`config.mk`:
```
export PLATFORM = sky130hd
export DESIGN_NAME = flash_erase_seq
export DESIGN_NICKNAME = d
export VERILOG_FILES = /design/src/rtl/fes_pkg.sv /design/src/rtl/fes_wait.sv /design/src/rtl/fes_counter.sv /design/src/rtl/flash_erase_seq.sv
export SDC_FILE = /design/constraint.sdc
export NUM_CORES = 1
export LEC_CHECK = 0
export CAP_MARGIN = 25
export CORE_AREA = 4 4 116 118
export DETAILED_ROUTE_END_ITERATION = 7
export DIE_AREA = 0 0 120 122
export GPL_TIMING_DRIVEN = 1
export HOLD_SLACK_MARGIN = 0.02
export PLACE_DENSITY = 0.85
export SYNTH_ARGS = -nofsm -noshare
export SYNTH_HDL_FRONTEND = slang
export SYNTH_SLANG_ARGS = --single-unit
```
`constraint.sdc`:
```
create_clock -name clk_i -period 3.2 [get_ports clk_i]
set_clock_uncertainty 0.2 [all_clocks]
set_input_delay 0.48 -clock clk_i [delete_from_list [all_inputs] [get_ports clk_i]]
set_output_delay 0.48 -clock clk_i [all_outputs]
set_load 0.03 [all_outputs]
```
`src/rtl/fes_pkg.sv`:
```
package fes_pkg;
  typedef enum logic [3:0] {
    S_IDLE, S_P_CMD, S_P_DATA, S_P_WAIT, S_P_VCMD, S_P_READ, S_P_CHK,
    S_E_CMD1, S_E_CMD2, S_E_WAIT, S_V_CMD, S_V_READ, S_V_CHK, S_RESTORE
  } state_e;

  localparam logic [7:0] CMD_PROG   = 8'h40;
  localparam logic [7:0] CMD_PVFY   = 8'hC0;
  localparam logic [7:0] CMD_ERASE  = 8'h20;
  localparam logic [7:0] CMD_EVFY   = 8'hA0;
  localparam logic [7:0] CMD_READ   = 8'h00;
  localparam logic [7:0] PAT_ZERO   = 8'h00;
  localparam logic [7:0] PAT_ERASED = 8'hFF;
endpackage

```
`src/rtl/fes_wait.sv`:
```
module fes_wait #(
  parameter int W = 8
) (
  input  logic         clk_i,
  input  logic         rst_ni,
  input  logic         en_i,
  input  logic [W-1:0] limit_i,
  output logic         hit_o
);
  logic [W-1:0] cnt_q;

  always_ff @(posedge clk_i or negedge rst_ni) begin
    if (!rst_ni)    cnt_q <= '0;
    else if (!en_i) cnt_q <= '0;
    else if (!hit_o) cnt_q <= cnt_q + 1'b1;
  end

  assign hit_o = en_i && (cnt_q == limit_i - 1'b1);

  AST_WAIT_BOUND: assert property (@(posedge clk_i) disable iff (!rst_ni)
    en_i |-> cnt_q < limit_i);
endmodule

```
`src/rtl/fes_counter.sv`:
```
module fes_counter #(
  parameter int W = 4
) (
  input  logic         clk_i,
  input  logic         rst_ni,
  input  logic         clr_i,
  input  logic         inc_i,
  output logic [W-1:0] q_o
);
  always_ff @(posedge clk_i or negedge rst_ni) begin
    if (!rst_ni)     q_o <= '0;
    else if (clr_i)  q_o <= '0;
    else if (inc_i)  q_o <= q_o + 1'b1;
  end
endmodule

```
`src/rtl/flash_erase_seq.sv`:
```
module flash_erase_seq
  import fes_pkg::*;
#(
  parameter int AW         = 16,
  parameter int PROG_WAIT  = 1250,
  parameter int ERASE_WAIT = 1500000,
  parameter int PROG_TRIES = 25,
  parameter int ERASE_MAX  = 1024
) (
  input  logic          clk_i,
  input  logic          rst_ni,
  input  logic          start_i,
  input  logic [AW-1:0] base_addr_i,
  input  logic [AW-1:0] end_addr_i,
  output logic          busy_o,
  output logic          done_o,
  output logic          pass_o,
  output logic [AW-1:0] fl_addr_o,
  output logic [7:0]    fl_wdata_o,
  output logic          fl_we_o,
  output logic          fl_re_o,
  input  logic [7:0]    fl_rdata_i
);
  localparam int WMAX = (PROG_WAIT > ERASE_WAIT) ? PROG_WAIT : ERASE_WAIT;
  localparam int WW   = $clog2(WMAX + 1);
  localparam int TW   = $clog2(PROG_TRIES + 1);
  localparam int EW   = $clog2(ERASE_MAX + 1);
  localparam logic [WW-1:0] P_LIM = WW'(PROG_WAIT);
  localparam logic [WW-1:0] E_LIM = WW'(ERASE_WAIT);
  localparam logic [TW-1:0] T_LAST = TW'(PROG_TRIES - 1);
  localparam logic [EW-1:0] E_LAST = EW'(ERASE_MAX);

  state_e        state_q;
  logic [AW-1:0] addr_q, base_q, end_q;
  logic          ok_q, pass_q, done_q;
  logic          accept, last, wait_en, wait_hit, rd_zero, rd_erased;
  logic [TW-1:0] tries;
  logic [EW-1:0] erase_cnt;

  assign accept    = (state_q == S_IDLE) && start_i;
  assign last      = (addr_q == end_q - 1'b1);
  assign rd_zero   = (fl_rdata_i == PAT_ZERO);
  assign rd_erased = (fl_rdata_i == PAT_ERASED);
  assign wait_en   = (state_q == S_P_WAIT) || (state_q == S_E_WAIT);

  fes_wait #(.W(WW)) u_wait (
    .clk_i, .rst_ni, .en_i(wait_en),
    .limit_i((state_q == S_E_WAIT) ? E_LIM : P_LIM),
    .hit_o(wait_hit)
  );

  // failed program attempts at the current address
  fes_counter #(.W(TW)) u_tries (
    .clk_i, .rst_ni,
    .clr_i(accept || (state_q == S_P_CHK && rd_zero)),
    .inc_i(state_q == S_P_CHK && !rd_zero),
    .q_o(tries)
  );

  // erase cycles issued in this operation
  fes_counter #(.W(EW)) u_erases (
    .clk_i, .rst_ni,
    .clr_i(accept),
    .inc_i(state_q == S_E_CMD2),
    .q_o(erase_cnt)
  );

  always_ff @(posedge clk_i or negedge rst_ni) begin
    if (!rst_ni) begin
      state_q <= S_IDLE;
      addr_q  <= '0;
      base_q  <= '0;
      end_q   <= '0;
      ok_q    <= 1'b0;
      pass_q  <= 1'b0;
      done_q  <= 1'b0;
    end else begin
      done_q <= 1'b0;
      unique case (state_q)
        S_IDLE: if (start_i) begin
          base_q <= base_addr_i;
          end_q  <= end_addr_i;
          addr_q <= base_addr_i;
          pass_q <= 1'b0;
          if (end_addr_i > base_addr_i) state_q <= S_P_CMD;
          else begin
            ok_q    <= 1'b1;
            state_q <= S_RESTORE;
          end
        end
        S_P_CMD:  state_q <= S_P_DATA;
        S_P_DATA: state_q <= S_P_WAIT;
        S_P_WAIT: if (wait_hit) state_q <= S_P_VCMD;
        S_P_VCMD: state_q <= S_P_READ;
        S_P_READ: state_q <= S_P_CHK;
        S_P_CHK: begin
          if (rd_zero) begin
            if (last) begin
              addr_q  <= base_q;
              state_q <= S_E_CMD1;
            end else begin
              addr_q  <= addr_q + 1'b1;
              state_q <= S_P_CMD;
            end
          end else if (tries == T_LAST) begin
            ok_q    <= 1'b0;
            state_q <= S_RESTORE;
          end else state_q <= S_P_CMD;
        end
        S_E_CMD1: state_q <= S_E_CMD2;
        S_E_CMD2: state_q <= S_E_WAIT;
        S_E_WAIT: if (wait_hit) state_q <= S_V_CMD;
        S_V_CMD:  state_q <= S_V_READ;
        S_V_READ: state_q <= S_V_CHK;
        S_V_CHK: begin
          if (rd_erased) begin
            if (last) begin
              ok_q    <= 1'b1;
              state_q <= S_RESTORE;
            end else begin
              addr_q  <= addr_q + 1'b1;
              state_q <= S_V_CMD;
            end
          end else if (erase_cnt == E_LAST) begin
            ok_q    <= 1'b0;
            state_q <= S_RESTORE;
          end else state_q <= S_E_CMD1; // retry from here, pointer kept
        end
        S_RESTORE: begin
          pass_q  <= ok_q;
          done_q  <= 1'b1;
          state_q <= S_IDLE;
        end
        default: state_q <= S_IDLE;
      endcase
    end
  end

  always_comb begin
    fl_we_o    = 1'b0;
    fl_re_o    = 1'b0;
    fl_wdata_o = CMD_READ;
    unique case (state_q)
      S_P_CMD:             begin fl_we_o = 1'b1; fl_wdata_o = CMD_PROG;  end
      S_P_DATA:            begin fl_we_o = 1'b1; fl_wdata_o = PAT_ZERO;  end
      S_P_VCMD:            begin fl_we_o = 1'b1; fl_wdata_o = CMD_PVFY;  end
      S_E_CMD1, S_E_CMD2:  begin fl_we_o = 1'b1; fl_wdata_o = CMD_ERASE; end
      S_V_CMD:             begin fl_we_o = 1'b1; fl_wdata_o = CMD_EVFY;  end
      S_RESTORE:           begin fl_we_o = 1'b1; fl_wdata_o = CMD_READ;  end
      S_P_READ, S_V_READ:  fl_re_o = 1'b1;
      default: ;
    endcase
  end

  assign fl_addr_o = addr_q;
  assign busy_o    = (state_q != S_IDLE);
  assign done_o    = done_q;
  assign pass_o    = pass_q;

  AST_BUS_EXCL: assert property (@(posedge clk_i) disable iff (!rst_ni)
    !(fl_we_o && fl_re_o));
  AST_BUSY_HOLD: assert property (@(posedge clk_i) disable iff (!rst_ni)
    (busy_o && !fl_we_o) |=> busy_o);
  AST_DONE_IDLE: assert property (@(posedge clk_i) disable iff (!rst_ni)
    done_o |-> (!busy_o && $past(fl_we_o) && $past(fl_wdata_o) == CMD_READ));
  AST_ERASE_PAIR: assert property (@(posedge clk_i) disable iff (!rst_ni)
    (state_q == S_E_CMD1) |=> (fl_we_o && fl_wdata_o == CMD_ERASE && $stable(fl_addr_o)));
  AST_ERASE_CAP: assert property (@(posedge clk_i) disable iff (!rst_ni)
    erase_cnt <= E_LAST);
  AST_VFY_NO_REWIND: assert property (@(posedge clk_i) disable iff (!rst_ni)
    (state_q == S_V_CHK && !rd_erased) |=> $stable(fl_addr_o));
  AST_ADDR_IN_WIN: assert property (@(posedge clk_i) disable iff (!rst_ni)
    (busy_o && state_q != S_RESTORE) |-> (addr_q >= base_q && addr_q < end_q));
endmodule

```
; Word level (Yosys, flattened, before mapping)
; Cells that the tools add are included.
; Widths: inputs -> output; s select.
[op_classes]
add_sub_neg = 6
n_reduce_logical = 22
eq_ne = 30
bitwise_logic = 0
magnitude_cmp = 1
n_mul = 0
shifts = 0
mux = 38
div = 0
[op_table]
columns = op, n
row1 = $mux 16, 5
row2 = $mux 21, 3
row3 = $pmux 4 s13, 1
row4 = $pmux 16 s3, 1
row5 = $mux 4, 8
row6 = $pmux 8 s4, 1
row7 = $eq 4x4->1 const B, 6
row8 = $mux 11, 2
row9 = $add 21x1->21 const B, 1
row10 = $eq 21x21->1, 1
row11 = $sub 21x1->21 const B, 1
row12 = $add 16x1->16 const B, 1
row13 = $eq 16x16->1, 1
row14 = $eq 4x3->1 const B, 4
row15 = $gt 16x16->1, 1
row16 = $sub 16x1->16 const B, 1
row17 = $ne 2x2->1 const B, 7
row18 = $add 11x1->11 const B, 1
row19 = $eq 11x11->1 const B, 1
row20 = $mux 1, 11
row21 = $mux 5, 2
row22 = $eq 4x2->1 const B, 2
row23 = $eq 8x8->1 const B, 1
row24 = $logic_not 8->1, 1
row25 = 21 further kinds, 33
[word_totals]
inputBits = 43
ramBits = 0
latchBits = 0
memories = 0
word_cells = 107
rom_bits = 0
register_bits = 92

; Longest topological paths before layout
[depth]
depth_word = 7
depth_mapped = 12
mapped_depth_nobuf = 10

; Cells and area by module
; Synthesis repeated with hierarchy kept, for this count alone.
[unflattened]
cells_unflattened = 839
area_unflattened_um2 = 7146.9
[by_module_without_submodules]
columns = mod, instances, area_each_um2, cells_each
row1 = flash_erase_seq, 1, 4451.8, 528
row2 = fes_wait, 1, 1885.6, 235
row3 = fes_counter at u_erases, 1, 556.8, 54
row4 = fes_counter at u_tries, 1, 252.7, 22

; Least setup slack after synthesis
; OpenSTA, ideal clock, no wires.
[synth_path]
kind = register to register
from = reg end_q[0]
to = reg addr_q[10] (netlist: fl_addr_o[10])
n_path_buf = 1
path_slack_ns = -0.239
path_stages_with_launch = 11
required_ns = 2.869
setup_ns = 0.131
arrival_time_ns = 3.108
cell_sequence = dfrtp_1 > inv_1 > ha_1 > or4b_4 > or4_4 > a2111o_1 > nor4b_4 > buf_6 > o21ai_4 > a32o_1 > or3_1
[synth_via]
elab_chain_cells = 5
word_cells_on_any_way = 7
cone_classes = add/sub: 1 / eq/ne: 2 / mux: 3 / reduce/logical: 1
[synth_lines]
columns = item, line
row1 = "start, declared", flash_erase_seq.sv:34  ; logic [AW-1:0] addr_q, base_q, end_q;
row2 = "start signal, assigned", flash_erase_seq.sv:82  ; end_q <= end_addr_i;
row3 = $sub 16x1->16 *, flash_erase_seq.sv:41  ; assign last = (addr_q == end_q - 1'b1);
row4 = $eq 16x16->1 *, flash_erase_seq.sv:41
row5 = $mux 16, flash_erase_seq.sv:98  ; if (last) begin
row6 = $mux 16, flash_erase_seq.sv:97  ; if (rd_zero) begin
row7 = $pmux 16 s3, flash_erase_seq.sv:79  ; unique case (state_q)
row8 = "end signal, assigned", flash_erase_seq.sv:83  ; addr_q <= base_addr_i;
row9 = "end signal, assigned", flash_erase_seq.sv:99  ; addr_q <= base_q;
row10 = "end signal, assigned", flash_erase_seq.sv:102  ; addr_q <= addr_q + 1'b1;
row11 = "end, declared", flash_erase_seq.sv:34
; Mark *: on every way between the ends. The rest lies on a longest branch, timed or not. The select of a mux whose other input is x is not followed.
; A chain may end at the register's enable or synchronous reset.

; Worst setup path in the final report
[layout_path]
from = reg end_q[1]
to = reg addr_q[10] (netlist: fl_addr_o[10])
; The elaborated chain is that of the path after synthesis.

==> metrics.cfg <==
[timing]
holdWs_ns=0.2865
worst_slack_ns=-0.2226
finalSetupViolCount=11
relSlewSlack_pct=48.51
fin_crit_ns=3.423
fmax_mhz=292.2
report.final.hold_viol_count=0
rsz0062_at_grt=yes
period_share_pct=107.0
worst_slew_pin_slew_ns=0.7724
drv_slew=0

[power]
vdd_drop_max_uv=365.3
power_density_nw_per_um2=903.2
power.total_mw=6.950
leakage_nw=3.396

[yosys]
synth-simple-area-share_pct=26.39
synth_area_leaders=dfrtp_1 (38%), nand2_1 (6.4%), xor2_1 (5.1%), nor2_1 (4.8%), ha_1 (4.7%)
synthAdderAreaFrac_pct=4.690
synth.avg_cell_area_um2=8.236
yosysMostFrequentCell=nand2_1
synth.distinct_cells=68
synth-xor-area-share_pct=7.851
synth_compound_area_share_pct=17.27
synth_cells=745
synth_mux_area_share_pct=0.8157
ys_ff_latch=92
synth-edff-count=0
yosysSeqAreaShare_pct=37.52
synthArstFlopShare_pct=100.0
syn-cell-area_um2=6136
synth_top_cell_by_area=dfrtp_1
synth_common_cells=nand2_1 (105), dfrtp_1 (92), nor2_1 (78)
synth_ff_type=dfrtp_1
synth_top_family_by_area=simple AND/OR/NAND/NOR gates
yosysTopAreaCellShare_pct=37.52
ys.warnings.count=0

[setup_path]
rr_startpoint=end_q[1]
cp_max_fo=6
reg2reg_depth=10
ff2ff_setup_slack_ns=-0.22
required_ns=3.23
endpoint_kind=flip-flop
cp-start-kind=flip-flop
reg2reg_to=fl_addr_o[10]
critPathKind=flip-flop to flip-flop
cp.arrival_ns=3.45

[clocking]
clk_pin_slew_ns=0.07
cts_buffer_depth=2
htreeDepth=3
root_buffer=clkbuf_16
cts_tree=built
cts_buffers=9
insertion_delay_ns=0.35
cts.sinks=92

[detailed_routing]
drt_first_pass_iters=6
via_per_inst=5.824
top_layer=met4
wl_met1_mm=7.289
wl_per_cell_um=16.41
met2WireLength_mm=7.926
drtIter0Drc=521
drc=0
antenna_left=0
drt-total-wl_mm=16.66
wl_met3_mm=1.015
vias=5911

[placement]
place.gp.congestion=0.9506
port_buffers=66
place_inst=991
place_ws_ns=-0.2593
dpl.hpwl_mm=11.93

[die]
io_pins=72
rows=41
design.core.area_um2=12470
die_area_um2=14640
fp.dieH_um=122
initial_core_util_pct=49.22
die_w_um=120

[global_route]
antenna_found_initial=0
grt_pass1_vias=5641
grt_pass1_wl_mm=26.99
grt_max_degree=52
overflow=0
grt_use_total_pct=22.55

[final_layout]
syn2layout_area_growth_pct=25.41
multi_input_area_um2=3608
n_fill_cell=1031
nets=904
antennaDiodeCount=0
final_cells=1015
final_layout_size_suffix_gt1_share_pct=11.51
final-seq-area_um2=2302
utilization_pct=61.73

[hold_path]
holdPathEnd=base_q[15]
min_path_type=flip-flop to flip-flop
hold_start=base_q[15]
hold_path_depth=2

[run_status]
violations=negative setup slack
status=complete, but fails checks

[run]
max_cap_violations=0

-- per-layer routing --
| metal | vias up | track usage [%] |
|---|---|---|
| met5 | - | 0 |
| met1 | 2831 | 30.62 |
| met4 | 0 | 7.946 |
| met2 | 227 | 36.92 |
| met3 | 42 | 3.435 |
| li1 | 2811 | - |
-- cell type report --
| cell class | count | area share, % |
|---|---|---|
| clock inverter | 6 | 1.008 |
| tap | 172 | 2.797 |
| clock buffer | 10 | 3.106 |
| inverter | 34 | 1.659 |
| sequential | 92 | 29.92 |
| timing repair buffer | 122 | 14.62 |
| multi-input combinational | 579 | 46.89 |
-- kinds of logic after synthesis --
logic type / Yosys count
and+or+nand+nor: 328
AOI/OAI and AO/OA: 163
DFF: 92
buffers and inverters: 78
xor gates and xnor gates: 55
adders and majority gates: 23
muxes: 5
other: 1
-- timing repair --
item	4_1_cts	5_1_grt
endpoints found under the setup margin	17	20
gates cloned	0	1
endpoints found under the hold margin	41	0
hold buffers	1	0
buffers inserted	4	2
resized for setup	2	28
pin swaps	7	7
-- power by group --
| part | internal, mW | leakage [nW] | switching, mW | total, mW |
|---|---|---|---|---|
| clock | 0.644 | 0.154 | 0.495 | 1.14 |
| sequential | 1.56 | 1.18 | 0.490 | 2.05 |
| combinational | 1.66 | 2.06 | 2.10 | 3.76 |
-- cell usage in the layout (no fill, tap or decap), drive strengths merged, types with 19 or more instances in the layout --
cell / synthesis / routed
a21oi: 32 / 32
buf: 12 / 56
clkdlybuf4s50: 0 / 65
dfrtp: 92 / 92
ha: 23 / 23
inv: 34 / 38
nand2: 105 / 105
nand3: 25 / 25
nand4: 23 / 23
nor2: 78 / 78
o21ai: 53 / 53
xnor2: 19 / 19
xor2: 36 / 36
-- critical path, stage by stage, from the launching register on --
cell	delay, ns
dfrtp_1	0.39
inv_2	0.09
ha_4	0.13
or4b_4	0.47
or4_4	0.53
a2111o_1	0.41
nor4b_4	0.22
buf_4	0.19
o21ai_4	0.09
a32o_1	0.28
or3_1	0.30
-- worst max-delay path by stage --
stage                         from             to  slack [ns]  depth (start not counted)
final                     end_q[1]  fl_addr_o[10]       -0.22                         10
after global routing      end_q[1]  fl_addr_o[10]       -0.30                         10
after CTS                 end_q[1]  fl_addr_o[10]       -0.20                         10
after detailed placement  end_q[1]  fl_addr_o[12]       -0.26                         10
after global placement    end_q[1]  fl_addr_o[10]       -0.19                         10
after floorplan           end_q[0]  fl_addr_o[10]       -0.23                         10
-- flip-flops by register name, indices dropped and copies added (netlist names), 4 cells and up --
name	cells
base_q	16
fl_addr_o	16
u_erases.q_o	11
end_q	16
u_wait.cnt_q	21
u_tries.q_o	5
state_q	4
-- through the flow --
stage / setup TNS [ns] / area [µm²]
floorplan: -1.726 / 6155
global placement: -0.7662 / 7209
detailed placement: -2.006 / 7209
CTS: -1.339 / 7570
global route: -2.815 / 7695
finish: -1.327 / 7695
(Power assumes the default switching activity.)
